===== config.mk =====
export PLATFORM = sky130hd
export DESIGN_NAME = priv_guard_top
export DESIGN_NICKNAME = d
export VERILOG_FILES = /design/src/rtl/priv_guard_pkg.sv /design/src/rtl/priv_regs.sv /design/src/rtl/priv_access_fsm.sv /design/src/rtl/priv_guard_top.sv
export SDC_FILE = /design/constraint.sdc
export NUM_CORES = 1
export LEC_CHECK = 0
export BUFFER_PORTS_ARGS = -buffer_cell sky130_fd_sc_hd__buf_2
export CAP_MARGIN = 10
export CELL_PAD_IN_SITES_DETAIL_PLACEMENT = 1
export CELL_PAD_IN_SITES_GLOBAL_PLACEMENT = 1
export CORE_MARGIN = 5
export CORE_UTILIZATION = 30
export CTS_CLUSTER_SIZE = 16
export DETAILED_ROUTE_END_ITERATION = 10
export GPL_ROUTABILITY_DRIVEN = 0
export HOLD_SLACK_MARGIN = 0.12
export PLACE_DENSITY_LB_ADDON = 0.1
export SLEW_MARGIN = 20
export SYNTH_ARGS = -nofsm -noshare
export SYNTH_HDL_FRONTEND = slang
export SYNTH_SLANG_ARGS = --single-unit

===== constraint.sdc =====
create_clock -name clk -period 1.3 [get_ports clk]
set_input_delay 0.065 -clock clk [delete_from_list [all_inputs] [get_ports clk]]
set_output_delay 0.065 -clock clk [all_outputs]
set_load 0.005 [all_outputs]

===== src/rtl/priv_guard_pkg.sv =====
package priv_guard_pkg;
    localparam int PRIV_W = 4;

    typedef enum logic [1:0] {
        RGN_OTHER = 2'b00,
        RGN_UROM  = 2'b01,
        RGN_SYS   = 2'b10,
        RGN_LDR   = 2'b11
    } region_e;

    typedef enum logic [1:0] {
        SEL_PRIV   = 2'b00,
        SEL_MASK   = 2'b01,
        SEL_COMMIT = 2'b10,
        SEL_NONE   = 2'b11
    } wsel_e;

    typedef enum logic [1:0] {
        AREA_OPEN0 = 2'b00,
        AREA_SYS   = 2'b01,
        AREA_LDR   = 2'b10,
        AREA_OPEN3 = 2'b11
    } area_e;

    typedef enum logic {
        ST_OPEN  = 1'b0,
        ST_FAULT = 1'b1
    } guard_st_e;

    // Bits a region may hold and modify (identical sets for both purposes).
    function automatic logic [PRIV_W-1:0] region_rights(region_e r);
        unique case (r)
            RGN_UROM, RGN_SYS: return 4'hF;
            RGN_LDR:           return 4'h3;
            default:           return 4'h0;
        endcase
    endfunction
endpackage


===== src/rtl/priv_regs.sv =====
module priv_regs
    import priv_guard_pkg::*;
#(
    parameter int DATA_W = 8,
    parameter logic [PRIV_W-1:0] PRIV_RST = 4'hF
) (
    input  logic              clk,
    input  logic              rst_n,
    input  logic [PRIV_W-1:0] rights,
    input  logic              wr_en,
    input  logic [1:0]        wr_sel,
    input  logic [DATA_W-1:0] wr_data,
    output logic [PRIV_W-1:0] priv_eff,
    output logic [PRIV_W-1:0] mask_eff
);
    logic [PRIV_W-1:0] priv_q, mask_q;
    logic [PRIV_W-1:0] priv_upd, mask_upd;
    logic [PRIV_W-1:0] wdat;

    assign wdat = wr_data[PRIV_W-1:0];

    always_comb begin
        priv_upd = priv_q;
        mask_upd = mask_q;
        if (wr_en) begin
            unique case (wsel_e'(wr_sel))
                SEL_PRIV: begin
                    priv_upd = (priv_q & ~rights) | (wdat & rights);
                    mask_upd = '0;
                end
                SEL_MASK: begin
                    mask_upd = (mask_q & ~rights) | (wdat & rights);
                end
                SEL_COMMIT: begin
                    priv_upd = (priv_q & ~rights) | (wdat & mask_q & rights);
                    mask_upd = '0;
                end
                default: ;
            endcase
        end
    end

    // Automatic clearing is applied last so it overrides any write.
    always_ff @(posedge clk or negedge rst_n) begin
        if (!rst_n) begin
            priv_q <= PRIV_RST;
            mask_q <= '0;
        end else begin
            priv_q <= priv_upd & rights;
            mask_q <= mask_upd & rights;
        end
    end

    assign priv_eff = priv_q & rights;
    assign mask_eff = mask_q & rights;
endmodule


===== src/rtl/priv_access_fsm.sv =====
module priv_access_fsm
    import priv_guard_pkg::*;
(
    input  logic              clk,
    input  logic              rst_n,
    input  logic [PRIV_W-1:0] priv_eff,
    input  logic              mem_req,
    input  logic              mem_we,
    input  logic [1:0]        mem_area,
    output logic              mem_grant,
    output logic              fault_irq
);
    guard_st_e st_q, st_d;
    logic      needed, blocked;

    always_comb begin
        unique case (area_e'(mem_area))
            AREA_SYS: needed = mem_we ? priv_eff[3] : priv_eff[2];
            AREA_LDR: needed = mem_we ? priv_eff[1] : priv_eff[0];
            default:  needed = 1'b1;
        endcase
        blocked = mem_req && !needed;
    end

    always_ff @(posedge clk or negedge rst_n) begin
        if (!rst_n) st_q <= ST_OPEN;
        else        st_q <= st_d;
    end

    always_comb begin
        unique case (st_q)
            ST_OPEN:  st_d = blocked ? ST_FAULT : ST_OPEN;
            ST_FAULT: st_d = blocked ? ST_FAULT : ST_OPEN;
            default:  st_d = ST_OPEN;
        endcase
    end

    always_comb begin
        mem_grant = mem_req && !blocked;
        fault_irq = (st_q == ST_FAULT);
    end
endmodule


===== src/rtl/priv_guard_top.sv =====
module priv_guard_top
    import priv_guard_pkg::*;
#(
    parameter int DATA_W = 8
) (
    input  logic              clk,
    input  logic              rst_n,
    input  logic [1:0]        exec_region,
    input  logic              reg_wr_en,
    input  logic [1:0]        reg_wr_sel,
    input  logic [DATA_W-1:0] reg_wr_data,
    input  logic              mem_req,
    input  logic              mem_we,
    input  logic [1:0]        mem_area,
    output logic              mem_grant,
    output logic              fault_irq,
    output logic [DATA_W-1:0] priv_rd,
    output logic [DATA_W-1:0] mask_rd
);
    localparam int PAD_W = DATA_W - PRIV_W;

    logic [PRIV_W-1:0] rights;
    logic [PRIV_W-1:0] priv_eff, mask_eff;

    assign rights = region_rights(region_e'(exec_region));

    priv_regs #(.DATA_W(DATA_W)) u_regs (
        .clk      (clk),
        .rst_n    (rst_n),
        .rights   (rights),
        .wr_en    (reg_wr_en),
        .wr_sel   (reg_wr_sel),
        .wr_data  (reg_wr_data),
        .priv_eff (priv_eff),
        .mask_eff (mask_eff)
    );

    priv_access_fsm u_fsm (
        .clk       (clk),
        .rst_n     (rst_n),
        .priv_eff  (priv_eff),
        .mem_req   (mem_req),
        .mem_we    (mem_we),
        .mem_area  (mem_area),
        .mem_grant (mem_grant),
        .fault_irq (fault_irq)
    );

    assign priv_rd = {{PAD_W{1'b0}}, priv_eff};
    assign mask_rd = {{PAD_W{1'b0}}, mask_eff};
endmodule


==> qor.yml <==
htree_levels: 1
synth_cell_types: 25
critPathKind: "register to output port"
grt_pass1_vias: 674
die_h_um: 57.2
cts_sinks: 9
start_util: 0.309
status: "finished, violations left"
utilization: 0.426
rsz0062_at_grt: "true"
num_vias: 659
synthFlopType: "dfrtp_1"
clockBufferDepth: 2
power_density_mw_per_mm2: 757
postSynthCellCount: 77
critPathRequiredTime_ns: 1.24
ctsRootBufferMaster: "clkbuf_4"
fill_cells: 288
ys_seq_elements: 9
violations: "negative setup slack"
hold_path.class: "input pin to register"
cap_violations: 0
avgSynthCellArea_sq_um: 8.69
io_buffers: 24
async_reset_ff_frac: 1.00
whs_ns: 0.143
routed_wl_mm: 1.67
insertedDiodeCount: 0
boundaryPins: 37
antenna_found_initial: 0
seq_area_frac_synth: 0.344
crit_path_end_kind: "output port"
drtIter0Drc: 11
setup.worst_path.start_class: "register"
cts_tree: "built"
grt_pass1_wl_mm: 2.84
synth_area_sq_um: 669
drv_slew: 0
clk_latency_ns: 0.25
worst_slack_ns: -0.119
final_net_count: 138
irDropWorstVdd_v: 0.000360
layout.cells.non_filler: 142
finalCritPeriodShare: 1.09
multi_input_area_sq_um: 390
seq_area_sq_um: 230
post-place-ws_ns: 0.0921
grt_usage: 0.107
drive_gt1_frac: 0.316
routed_via_density: 4.64
crit_fanout: 3
p_leak_nw: 0.460
synth_top_area_cell: "dfrtp_1"
synth_area_leaders: "dfrtp_1 (19%), dfstp_2 (16%), buf_4 (9.0%)"
setup_viol_count_final: 1
area_delta_synth_final_pct: 37.9
dpl_cell_area_sq_um: 806
drcViolationCount: 0
post-route-min-period_ns: 1.42
fp.dieW_um: 57.2
yosysTopAreaCellShare: 0.187
overflow: 0
core_area_sq_mm: 0.00217
max_freq_mhz: 705
grt_max_degree: 10
dp_cells: 130
post_drt_wl_per_cell_um: 11.7
crit_arrival_ns: 1.35
hold_violations: 0
ant_nets: 0
hpwl_mm: 1.32
row_count: 17
cts_made_buffers: 3
final_area_sq_um: 923
yosys_warnings: 0
finClkSkew_ns: 0.00356
fp.dieArea_sq_mm: 0.00328
clk_pin_slew_worst_paths_ns: 0.07
firstDrtPassIters: 2
synth-edff-count: 0
## layer usage
layer | wire (um) | part of all wire | GRT usage | vias up
li1 | - | - | - | 322
met4 | 16 | 0.0096 | 0.0298 | 0
met3 | 105 | 0.063 | 0.0271 | 2
met5 | 0 | 0 | 0 | -
met1 | 687 | 0.41 | 0.131 | 319
met2 | 858 | 0.51 | 0.184 | 16
## synthesized netlist by cell type, types with 2 or more instances
cell type,instances
buf_4,8
inv_1,7
a21oi_1,2
dfstp_2,4
ha_1,4
and2_1,5
o21ai_0,5
o211ai_1,2
o2111ai_1,2
a31oi_1,4
nand3_1,2
nand2_1,8
dfrtp_1,5
mux2i_1,2
nor2b_1,4
nand2b_1,4
## where the power goes
part           leakage (nW)  switching [W]  internal [W]  total (W)
logic                 0.336      0.0000848     0.0000867   0.000172
clock network        0.0150      0.0000969      0.000118   0.000215
registers             0.109      0.0000109      0.000302   0.000312
total                 0.460       0.000193      0.000506   0.000699
## path summary, 6_finish.rpt
path                                            start                          to  slack (ns)  cells past startpoint
max in group asynchronous                       rst_n  u_regs.priv_q[2]$_DFF_PN1_        0.86                      2
max reg2reg                u_regs.priv_q[0]$_DFF_PN1_   u_fsm.fault_irq$_DFF_PN0_        0.23                      3
max                        u_regs.priv_q[0]$_DFF_PN1_                   mem_grant       -0.12                      4
min in group asynchronous                       rst_n  u_regs.mask_q[2]$_DFF_PN0_        0.19                      2
min reg2reg                u_regs.priv_q[1]$_DFF_PN1_  u_regs.priv_q[1]$_DFF_PN1_        0.48                      2
min                                     reg_wr_sel[0]  u_regs.mask_q[1]$_DFF_PN0_        0.14                      3
## worst max-delay path: stages, from the launching register on
cell     delay, ns
dfstp_2       0.55
mux2i_2       0.08
o32ai_2       0.23
o21a_1        0.14
buf_2         0.10
## flip-flops by register name (all words and copies together) (netlist names)
signal           cells
u_regs.priv_q        4
u_regs.mask_q        4
u_fsm.fault_irq      1
## cells in the final DEF (no fill, tap or decap), types with 2 or more instances in the layout
| cell | Yosys | final |
|---|---|---|
| dfstp_2 | 4 | 4 |
| nand2_1 | 8 | 8 |
| dlygate4sd3_1 | 0 | 8 |
| ha_1 | 4 | 4 |
| inv_1 | 7 | 7 |
| o21ai_0 | 5 | 5 |
| o2111ai_1 | 2 | 2 |
| nor2b_1 | 4 | 4 |
| conb_1 | 1 | 8 |
| nand3_1 | 2 | 2 |
| dfrtp_1 | 5 | 5 |
| buf_4 | 8 | 2 |
| clkbuf_4 | 0 | 3 |
| a31oi_1 | 4 | 4 |
| nand2b_1 | 4 | 4 |
| a21oi_1 | 2 | 2 |
| and2_1 | 5 | 5 |
| buf_2 | 0 | 24 |
| o211ai_1 | 2 | 2 |
## final cells by class
class                   instances  area share
inverters                       7      0.0285
repair buffers                 34       0.233
flip-flops and latches          9       0.249
well taps                      28      0.0379
multi-input cells              60       0.423
clock buffers                   4      0.0285
## through the flow
stage / power (W) / TNS (ns)
2_1_floorplan: 0.000407 / 0
3_3_place_gp: 0.000464 / 0
3_5_place_dp: 0.000466 / 0
4_1_cts: 0.000708 / -0.126
5_1_grt: 0.000742 / -0.184
6_report: 0.000699 / -0.119
## repair_timing
action / 4_1_cts / 5_1_grt
endpoints found under the setup margin: 1 / 1
setup buffers: 0 / 0
gates resized for setup: 1 / 1
endpoints found under the hold margin: 17 / 0
hold buffers: 8 / 0
## cell families after synthesis
kind of cell | count (synthesis) | synth area share
and+or+nand+nor | 28 | 0.245
buffers and inverters | 15 | 0.129
adders and majority gates | 4 | 0.0748
muxes | 2 | 0.0299
DFF | 9 | 0.344
other | 1 | 0.00560
AOI/OAI and AO/OA | 18 | 0.172
Power figures use the tool's default switching activity.
